File: src/rtl/alu16_pkg.sv
package alu16_pkg;

  localparam int COST_W = 2;

  typedef enum logic [3:0] {
    OPC_RSV0 = 4'h0, OPC_RSV1 = 4'h1,
    OPC_ADD  = 4'h2, OPC_SUB  = 4'h3, OPC_MUL  = 4'h4,
    OPC_DIV  = 4'h5, OPC_MOD  = 4'h6, OPC_SHL  = 4'h7,
    OPC_SHR  = 4'h8, OPC_AND  = 4'h9, OPC_IOR  = 4'hA,
    OPC_XOR  = 4'hB, OPC_TEQ  = 4'hC, OPC_TNE  = 4'hD,
    OPC_TGT  = 4'hE, OPC_TBIT = 4'hF
  } opc_e;

  function automatic logic [COST_W-1:0] op_cost(opc_e op);
    case (op)
      OPC_AND, OPC_IOR, OPC_XOR: op_cost = COST_W'(1);
      OPC_DIV, OPC_MOD:          op_cost = COST_W'(3);
      OPC_RSV0, OPC_RSV1:        op_cost = COST_W'(0);
      default:                   op_cost = COST_W'(2);
    endcase
  endfunction

  function automatic logic op_writes(opc_e op);
    op_writes = (op >= OPC_ADD) && (op <= OPC_XOR);
  endfunction

  function automatic logic op_is_test(opc_e op);
    op_is_test = (op >= OPC_TEQ);
  endfunction

  function automatic logic op_sets_o(opc_e op);
    op_sets_o = (op >= OPC_ADD) && (op <= OPC_SHR) && (op != OPC_MOD);
  endfunction

endpackage

File: src/rtl/alu16_arith.sv
module alu16_arith
  import alu16_pkg::*;
#(
  parameter int W = 16
) (
  input  opc_e         op,
  input  logic [W-1:0] a,
  input  logic [W-1:0] b,
  output logic [W-1:0] res,
  output logic [W-1:0] o_val
);
  localparam int WW = 2 * W;

  logic [W:0]    sum_w;
  logic [W:0]    diff_w;
  logic [WW-1:0] prod_w;
  logic [WW-1:0] shl_w;
  logic [WW-1:0] shr_w;

  assign sum_w  = {1'b0, a} + {1'b0, b};
  assign diff_w = {1'b0, a} - {1'b0, b};
  assign prod_w = {{W{1'b0}}, a} * {{W{1'b0}}, b};
  assign shl_w  = {{W{1'b0}}, a} << b;
  assign shr_w  = {a, {W{1'b0}}} >> b;

  always_comb begin
    res   = '0;
    o_val = '0;
    case (op)
      OPC_ADD: begin
        res   = sum_w[W-1:0];
        o_val = {{(W-1){1'b0}}, sum_w[W]};
      end
      OPC_SUB: begin
        res   = diff_w[W-1:0];
        o_val = {W{diff_w[W]}};
      end
      OPC_MUL: begin
        res   = prod_w[W-1:0];
        o_val = prod_w[WW-1:W];
      end
      OPC_SHL: begin
        res   = shl_w[W-1:0];
        o_val = shl_w[WW-1:W];
      end
      OPC_SHR: begin
        res   = shr_w[WW-1:W];
        o_val = shr_w[W-1:0];
      end
      default: begin
        res   = '0;
        o_val = '0;
      end
    endcase
  end
endmodule

File: src/rtl/alu16_divmod.sv
module alu16_divmod #(
  parameter int W = 16
) (
  input  logic [W-1:0] a,
  input  logic [W-1:0] b,
  output logic         div_zero,
  output logic [W-1:0] quo,
  output logic [W-1:0] quo_frac,
  output logic [W-1:0] rem
);
  localparam int WW = 2 * W;

  logic [WW-1:0] wide_q;

  assign div_zero = (b == '0);
  assign wide_q   = div_zero ? '0 : ({a, {W{1'b0}}} / {{W{1'b0}}, b});
  assign quo      = wide_q[WW-1:W];
  assign quo_frac = wide_q[W-1:0];
  assign rem      = div_zero ? '0 : (a % b);
endmodule

File: src/rtl/alu16_bitcond.sv
module alu16_bitcond
  import alu16_pkg::*;
#(
  parameter int W = 16
) (
  input  opc_e         op,
  input  logic [W-1:0] a,
  input  logic [W-1:0] b,
  output logic [W-1:0] res,
  output logic         test_pass
);
  always_comb begin
    case (op)
      OPC_AND: res = a & b;
      OPC_IOR: res = a | b;
      OPC_XOR: res = a ^ b;
      default: res = '0;
    endcase
  end

  always_comb begin
    case (op)
      OPC_TEQ:  test_pass = (a == b);
      OPC_TNE:  test_pass = (a != b);
      OPC_TGT:  test_pass = (a > b);
      OPC_TBIT: test_pass = ((a & b) != '0);
      default:  test_pass = 1'b1;
    endcase
  end
endmodule

File: src/rtl/alu16_ovf.sv
module alu16_ovf
  import alu16_pkg::*;
#(
  parameter int W = 16
) (
  input  logic              clk,
  input  logic              rst_n,
  input  logic              op_valid,
  input  logic [3:0]        op_code,
  input  logic [W-1:0]      a_val,
  input  logic [W-1:0]      b_val,
  input  logic              dst_literal,
  output logic [W-1:0]      res_q,
  output logic              wr_en_q,
  output logic [W-1:0]      ovf_q,
  output logic [COST_W-1:0] cost_q,
  output logic              skip_q,
  output logic              done_q
);
  opc_e          op_e;
  logic [W-1:0]  ar_res, ar_o;
  logic [W-1:0]  dv_quo, dv_frac, dv_rem;
  logic          div_zero;
  logic [W-1:0]  bc_res;
  logic          test_pass;
  logic [W-1:0]  nxt_res, nxt_o;
  logic          nxt_wr, nxt_skip;
  logic          o_upd;

  assign op_e = opc_e'(op_code);

  alu16_arith #(.W(W)) u_arith (
    .op(op_e), .a(a_val), .b(b_val), .res(ar_res), .o_val(ar_o)
  );

  alu16_divmod #(.W(W)) u_divmod (
    .a(a_val), .b(b_val), .div_zero(div_zero),
    .quo(dv_quo), .quo_frac(dv_frac), .rem(dv_rem)
  );

  alu16_bitcond #(.W(W)) u_bitcond (
    .op(op_e), .a(a_val), .b(b_val), .res(bc_res), .test_pass(test_pass)
  );

  always_comb begin
    nxt_res = '0;
    nxt_o   = ar_o;
    case (op_e)
      OPC_ADD, OPC_SUB, OPC_MUL, OPC_SHL, OPC_SHR: nxt_res = ar_res;
      OPC_DIV: begin
        nxt_res = div_zero ? '0 : dv_quo;
        nxt_o   = div_zero ? '0 : dv_frac;
      end
      OPC_MOD:                   nxt_res = dv_rem;
      OPC_AND, OPC_IOR, OPC_XOR: nxt_res = bc_res;
      default:                   nxt_res = '0;
    endcase
  end

  assign nxt_wr   = op_writes(op_e) && !dst_literal;
  assign nxt_skip = op_is_test(op_e) && !test_pass;
  assign o_upd    = op_valid && op_sets_o(op_e);

  always_ff @(posedge clk) begin
    if (!rst_n) begin
      res_q   <= '0;
      wr_en_q <= 1'b0;
      ovf_q   <= '0;
      cost_q  <= '0;
      skip_q  <= 1'b0;
      done_q  <= 1'b0;
    end else begin
      done_q <= op_valid;
      if (op_valid) begin
        res_q   <= nxt_res;
        wr_en_q <= nxt_wr;
        skip_q  <= nxt_skip;
        cost_q  <= op_cost(op_e);
      end else begin
        wr_en_q <= 1'b0;
        skip_q  <= 1'b0;
        cost_q  <= '0;
      end
      if (o_upd) ovf_q <= nxt_o;
    end
  end
endmodule

File: config.mk
export PLATFORM = sky130hd
export DESIGN_NAME = alu16_ovf
export DESIGN_NICKNAME = d
export VERILOG_FILES = /design/src/rtl/alu16_pkg.sv /design/src/rtl/alu16_arith.sv /design/src/rtl/alu16_divmod.sv /design/src/rtl/alu16_bitcond.sv /design/src/rtl/alu16_ovf.sv
export SDC_FILE = /design/constraint.sdc
export NUM_CORES = 2
export LEC_CHECK = 0
export ABC_AREA = 1
export BUFFER_PORTS_ARGS = -buffer_cell sky130_fd_sc_hd__buf_2
export CORE_ASPECT_RATIO = 0.7
export CORE_MARGIN = 5
export CORE_UTILIZATION = 50
export CTS_CLUSTER_DIAMETER = 80
export CTS_CLUSTER_SIZE = 25
export DETAILED_ROUTE_END_ITERATION = 7
export HOLD_SLACK_MARGIN = 0.12
export PLACE_DENSITY = 0.7
export SLEW_MARGIN = 0
export SYNTH_ARGS = -nofsm -noshare
export SYNTH_HDL_FRONTEND = slang
export SYNTH_SLANG_ARGS = --single-unit
File: constraint.sdc
create_clock -name clk -period 115.6 [get_ports clk]
set_clock_uncertainty 0.2 [all_clocks]
set_input_delay 17.34 -clock clk [delete_from_list [all_inputs] [get_ports clk]]
set_output_delay 17.34 -clock clk [all_outputs]
set_load 0.01 [all_outputs]
# After elaboration in Yosys (flattened, before gate mapping)
# Cells that the tools add are included.
# totals
reg_bits	37
out_inout_bits	37
word_cells	65
in_bits	40
# op_classes
shifts	2
mux	10
n_bitwise	3
n_div	2
n_eq_ne	18
add_sub_neg	2
multipliers	1
reduce_logical	16
magnitude_cmp	5
# op_table
operator	n
$pmux 16 s5	2
$mux 16	4
$pmux 16 s4	1
$pmux 16 s3	1
$div 32x16->32	1
$eq 4x4->1 const B	8
$mul 16x16->32	1
$shl 16x16->32	1
$shr 32x16->32	1
$add 16x16->17	1
$sub 16x16->17	1
$and 16x16->16	1
$eq 16x16->1	1
$eq 4x3->1 const B	4
$gt 16x16->1	1
$logic_not 16->1	1
$mod 16x16->16	1
$ne 16x16->1	1
$or 16x16->16	1
$reduce_bool 16->1	1
$xor 16x16->16	1
$eq 4x2->1 const B	2
$le 4x4->1 const B	2
$logic_and 1x1->1	6
12 further kinds	14

# Depth between registers and ports, before layout
# logic_depth
ltp_word	5
mapped_depth	548
mapped_depth_nobuf	505

# By module
# A second synthesis with hierarchy kept.
# unflattened
cells_unflattened	8178
area_unflattened_um2	49512.5
# modules_own_cells
mod	n_inst	cells_each	area_per_inst_um2	seq_area_each_um2
alu16_divmod	1	5414	32168.4	0.0
alu16_arith	1	2131	13506.7	0.0
alu16_ovf	1	413	2383.5	740.7
alu16_bitcond	1	220	1453.9	0.0

# Worst setup path before layout
# No wires, ideal clock.
# synth_timing
path_type	in2reg
from	input port b_val[0]
to	register ovf_q[0]
t_required_ns	115.280
cell_stages	516
path_buffers	52
setup_ns	0.120
arrival_ns	87.749
path_slack_ns	27.531
path_cell_list	inv_1 -> clkbuf_1 -> clkbuf_1 -> clkbuf_1 -> clkbuf_1 -> ha_1 -> o21ai_0 -> nor2_1 -> nand3b_1 -> nand2_1 -> nand2_1 -> nand2_1 -> ha_1 -> inv_1 -> nor2_1 -> nor2_1 -> nand3b_1 -> o21ai_1 -> [... 480 more ...] -> nand2_2 -> nor2_4 -> nand2_4 -> buf_6 -> buf_6 -> o21ai_1 -> inv_1 -> ha_1 -> nand2_1 -> nor2_1 -> a211oi_1 -> o221ai_1 -> a31oi_1 -> o211ai_1 -> nor2_1 -> nand3_1 -> nand2_1 -> a21oi_1
# synth_between
elab_chain_len	3
word_cells_on_any_way	10
cone_classes	add/sub (2); mul (1); div (1); shift (2); mux (3); reduce/logical (1)
# synth_rtl
item	line_no	text
from (decl)	alu16_ovf.sv:11	input logic [W-1:0] b_val,
$div 32x16->32, or another cell as far along	alu16_divmod.sv:16	assign wide_q = div_zero ? '0 : ({a, {W{1'b0}}} / {{W{1'b0}}, b});
$mux 16 or $pmux 16 s5 (tied branches)	alu16_ovf.sv:52, alu16_arith.sv:29	
$mux 16 (*)	alu16_ovf.sv:48	case (op_e)
to (signal assigned)	alu16_ovf.sv:84	if (o_upd) ovf_q <= nxt_o;
to (decl)	alu16_ovf.sv:15	output logic [W-1:0] ovf_q,
# Every way passes the cells marked *; elsewhere a longest branch is shown, timed or not.
# A chain may end at the register's enable or synchronous reset.

# Worst setup path in the final report
# layout_timing
from	input port b_val[2]
to	register ovf_q[0]
# Same word-level chain as after synthesis.

==> results.yml <==
run_status:
  status: "complete, no violations"
clock_tree:
  clock-sinks: 37
  ctsHoldBuffers: 0
  cts-htree-levels: 2
  clk_latency_ns: 0.33
  cts_root_buf: "clkbuf_16"
  cts_tree: "built"
  cts_setup_buffers: 0
  clock_path_buffers: 2
  path_clk_slew_ns: 0.07
  cts_resized: 0
  cts_buffers: 5
cells_and_area:
  fin_util_pct: 52.2
  stdcell_count: 8652
  areaGrowthSynthToFinish_pct: 3.24
  final_cell_mix: "1854 x nand2_1, 1126 x inv_1, 665 x ha_1, 578 x o21ai_0, 491 x a21oi_1"
  fillCellCount: 9445
  final_net_count: 8331
  drive_gt1_share_pct: 7.34
  final_common_cell: "nand2_1"
timing:
  rsz0062_at_grt: "false"
  setup_viol: 0
  tightest_slew_ns: 1.39
  final.setup.tns_ns: 0
  clock.fmax_mhz: 10.3
  maxSlewHeadroom_pct: 5.23
  drv_slew: 0
  period_needed_ns: 96.68
  post-route-period-util_pct: 83.6
  finalHoldViolCount: 0
placed_design:
  hpwlAfterDp_um: 130000
  place.gp.congestion: 1.04
  post-place-cells: 8643
  portBuffers: 76
route:
  drt-pass1-iter-count: 8
  vias_per_cell: 5.70
  wl_per_cell_um: 18.7
  drc: 0
  dr.first_iter.drc_count: 5655
  wl_um: 162000
  final_antenna_net_count: 0
  vias: 49400
grt:
  grt_use_met3_pct: 7.88
  grt_max_degree: 56
  antenna_found_initial: 6
  gr-usage-met1_pct: 48.4
  use_met2_pct: 45.2
  grt.busiest_layer: "met1"
  grt_pass1_wl_um: 252000
  grt_usage_pct: 32.0
  gr-total-overflow: 0
  grt_pass1_vias: 44700
setup_path:
  cp_max_fo: 55
  crit_path_frequent_cell: "nand2_1"
  worstSetupEndpointType: "flop"
  reg2reg_from: "ovf_q[15]"
  cp-endpoint: "ovf_q[0]"
  critPathKind: "in -> reg"
  critPathLaunch: "b_val[2]"
  rrSetupSlack_ns: 114.57
  start_kind: "input pin"
  critical_path_required_ns: 115.61
  crit_path_top_delay_cell: "nor2_1"
  rr_endpoint: "ovf_q[15]"
  worstPathArrival_ns: 96.69
  ff2ff_path_depth: 2
  slowest_delay_ns: 0.83
yosys:
  ys_ff_latch: 37
  seq_area_frac_synth_pct: 1.62
  async_flop_share_pct: 0
  ys.flop_type: "dfxtp_1"
  synth_edf_count: 0
  synthTopCellsByArea: "ha_1 18%, nand2_1 15%, inv_1 9.3%"
  synthCells: 7506
  synth_area_sq_um: 45800
  yosys_warnings: 0
  yosys.area.top_type: "ha_1"
  synth_top_area_share_pct: 18.2
  ys_types: 84
  synth_nets: 8409
  avgSynthCellArea_sq_um: 6.10
floorplan:
  core_area_sq_um: 90500
  die-width_um: 372
  initial_utilization_pct: 50.6
  die_height_um: 263
  io_pins: 77
  num_rows: 92
  design.die.area_sq_um: 97800
min_path:
  min_path_cells: 2
  hold_path.class: "reg -> reg"
job:
  max_cap_violations: 0
==> critical path, delay by kind of cell <==
| kind | cells | cell delay (ns) |
|---|---|---|
| buffers and inverters | 58 | 10.40 |
| AO/OA/AOI/OAI | 152 | 30.08 |
| AND/OR/NAND/NOR | 216 | 27.31 |
| adder cells (fa/ha/maj) | 32 | 11.12 |
| XOR/XNOR | 1 | 0.16 |
==> registers in the layout, indices dropped and copies added, names as in the netlist <==
signal / flops
ovf_q: 16
done_q: 1
cost_q: 2
skip_q: 1
res_q: 16
wr_en_q: 1
==> worst min-delay path by stage <==
stage,startpoint,to,slack (ns)
2_1_floorplan,res_q[0],res_q[0],0.29
3_3_place_gp,res_q[11],res_q[11],0.25
3_5_place_dp,res_q[6],res_q[6],0.26
4_1_cts,res_q[6],res_q[6],0.26
5_1_grt,res_q[10],res_q[10],0.28
6_report,res_q[6],res_q[6],0.26
==> synthesized netlist by cell type, types with 15 or more instances <==
| master | instances |
|---|---|
| o21ai_0 | 579 |
| a21o_1 | 64 |
| o211ai_1 | 37 |
| xnor2_1 | 212 |
| nand2_1 | 1854 |
| buf_6 | 16 |
| nand2_4 | 22 |
| nand3_2 | 53 |
| inv_2 | 45 |
| xor2_1 | 213 |
| o31ai_1 | 26 |
| a31oi_1 | 29 |
| ha_1 | 665 |
| nor4_1 | 20 |
| a21oi_1 | 491 |
| a211oi_1 | 16 |
| fa_1 | 198 |
| o2111ai_1 | 15 |
| nand3_1 | 386 |
| or2_2 | 54 |
| nand4_1 | 106 |
| nor3_1 | 66 |
| buf_1 | 24 |
| nor2_4 | 27 |
| clkbuf_1 | 158 |
| nand2_2 | 81 |
| o22ai_1 | 28 |
| o21bai_1 | 59 |
| nor2_2 | 35 |
| nor2_1 | 474 |
| o21ai_1 | 55 |
| o221ai_1 | 22 |
| inv_1 | 1135 |
| dfxtp_1 | 37 |
==> per-stage QoR <==
step                hold WS, ns  instance area (sq um)  setup slack [ns]
finish                    0.265                  47300             18.92
global route              0.284                  47200             10.59
CTS                       0.265                  47200             20.48
detailed placement        0.256                  47100             20.35
global placement          0.254                  47100             23.09
floorplan                 0.290                  45800             27.53
==> cells by family after synthesis <==
logic type	share of synthesized area, %
and+or+nand+nor	32.2
AOI/OAI and AO/OA	18.8
buffers and inverters	12.3
adders and majority gates	26.8
xor gates and xnor gates	8.13
DFF	1.62
muxes	0.159
==> routing by layer <==
metal  wire length [um]  up-vias
li1                   -    24400
met1              75900    22400
met2              61800     2243
met3              19900      270
met4               4560        2
met5                 17        -
==> final cells by class <==
| cell class | instances | area [sq um] | area share [%] |
|---|---|---|---|
| Multi-Input combinational cell | 6044 | 39400 | 83.4 |
| Inverter | 1196 | 4500 | 9.52 |
| Tap cell | 1222 | 1530 | 3.24 |
| Timing Repair Buffer | 144 | 893 | 1.89 |
| Sequential cell | 37 | 741 | 1.57 |
| Clock buffer | 7 | 143 | 0.302 |
| Clock inverter | 1 | 30.0 | 0.0636 |
| Antenna cell | 1 | 2.50 | 0.00530 |
Power is left out: the tool's default activity adds up to more than one toggle a clock period on the data nets, which glitch-free logic cannot reach.
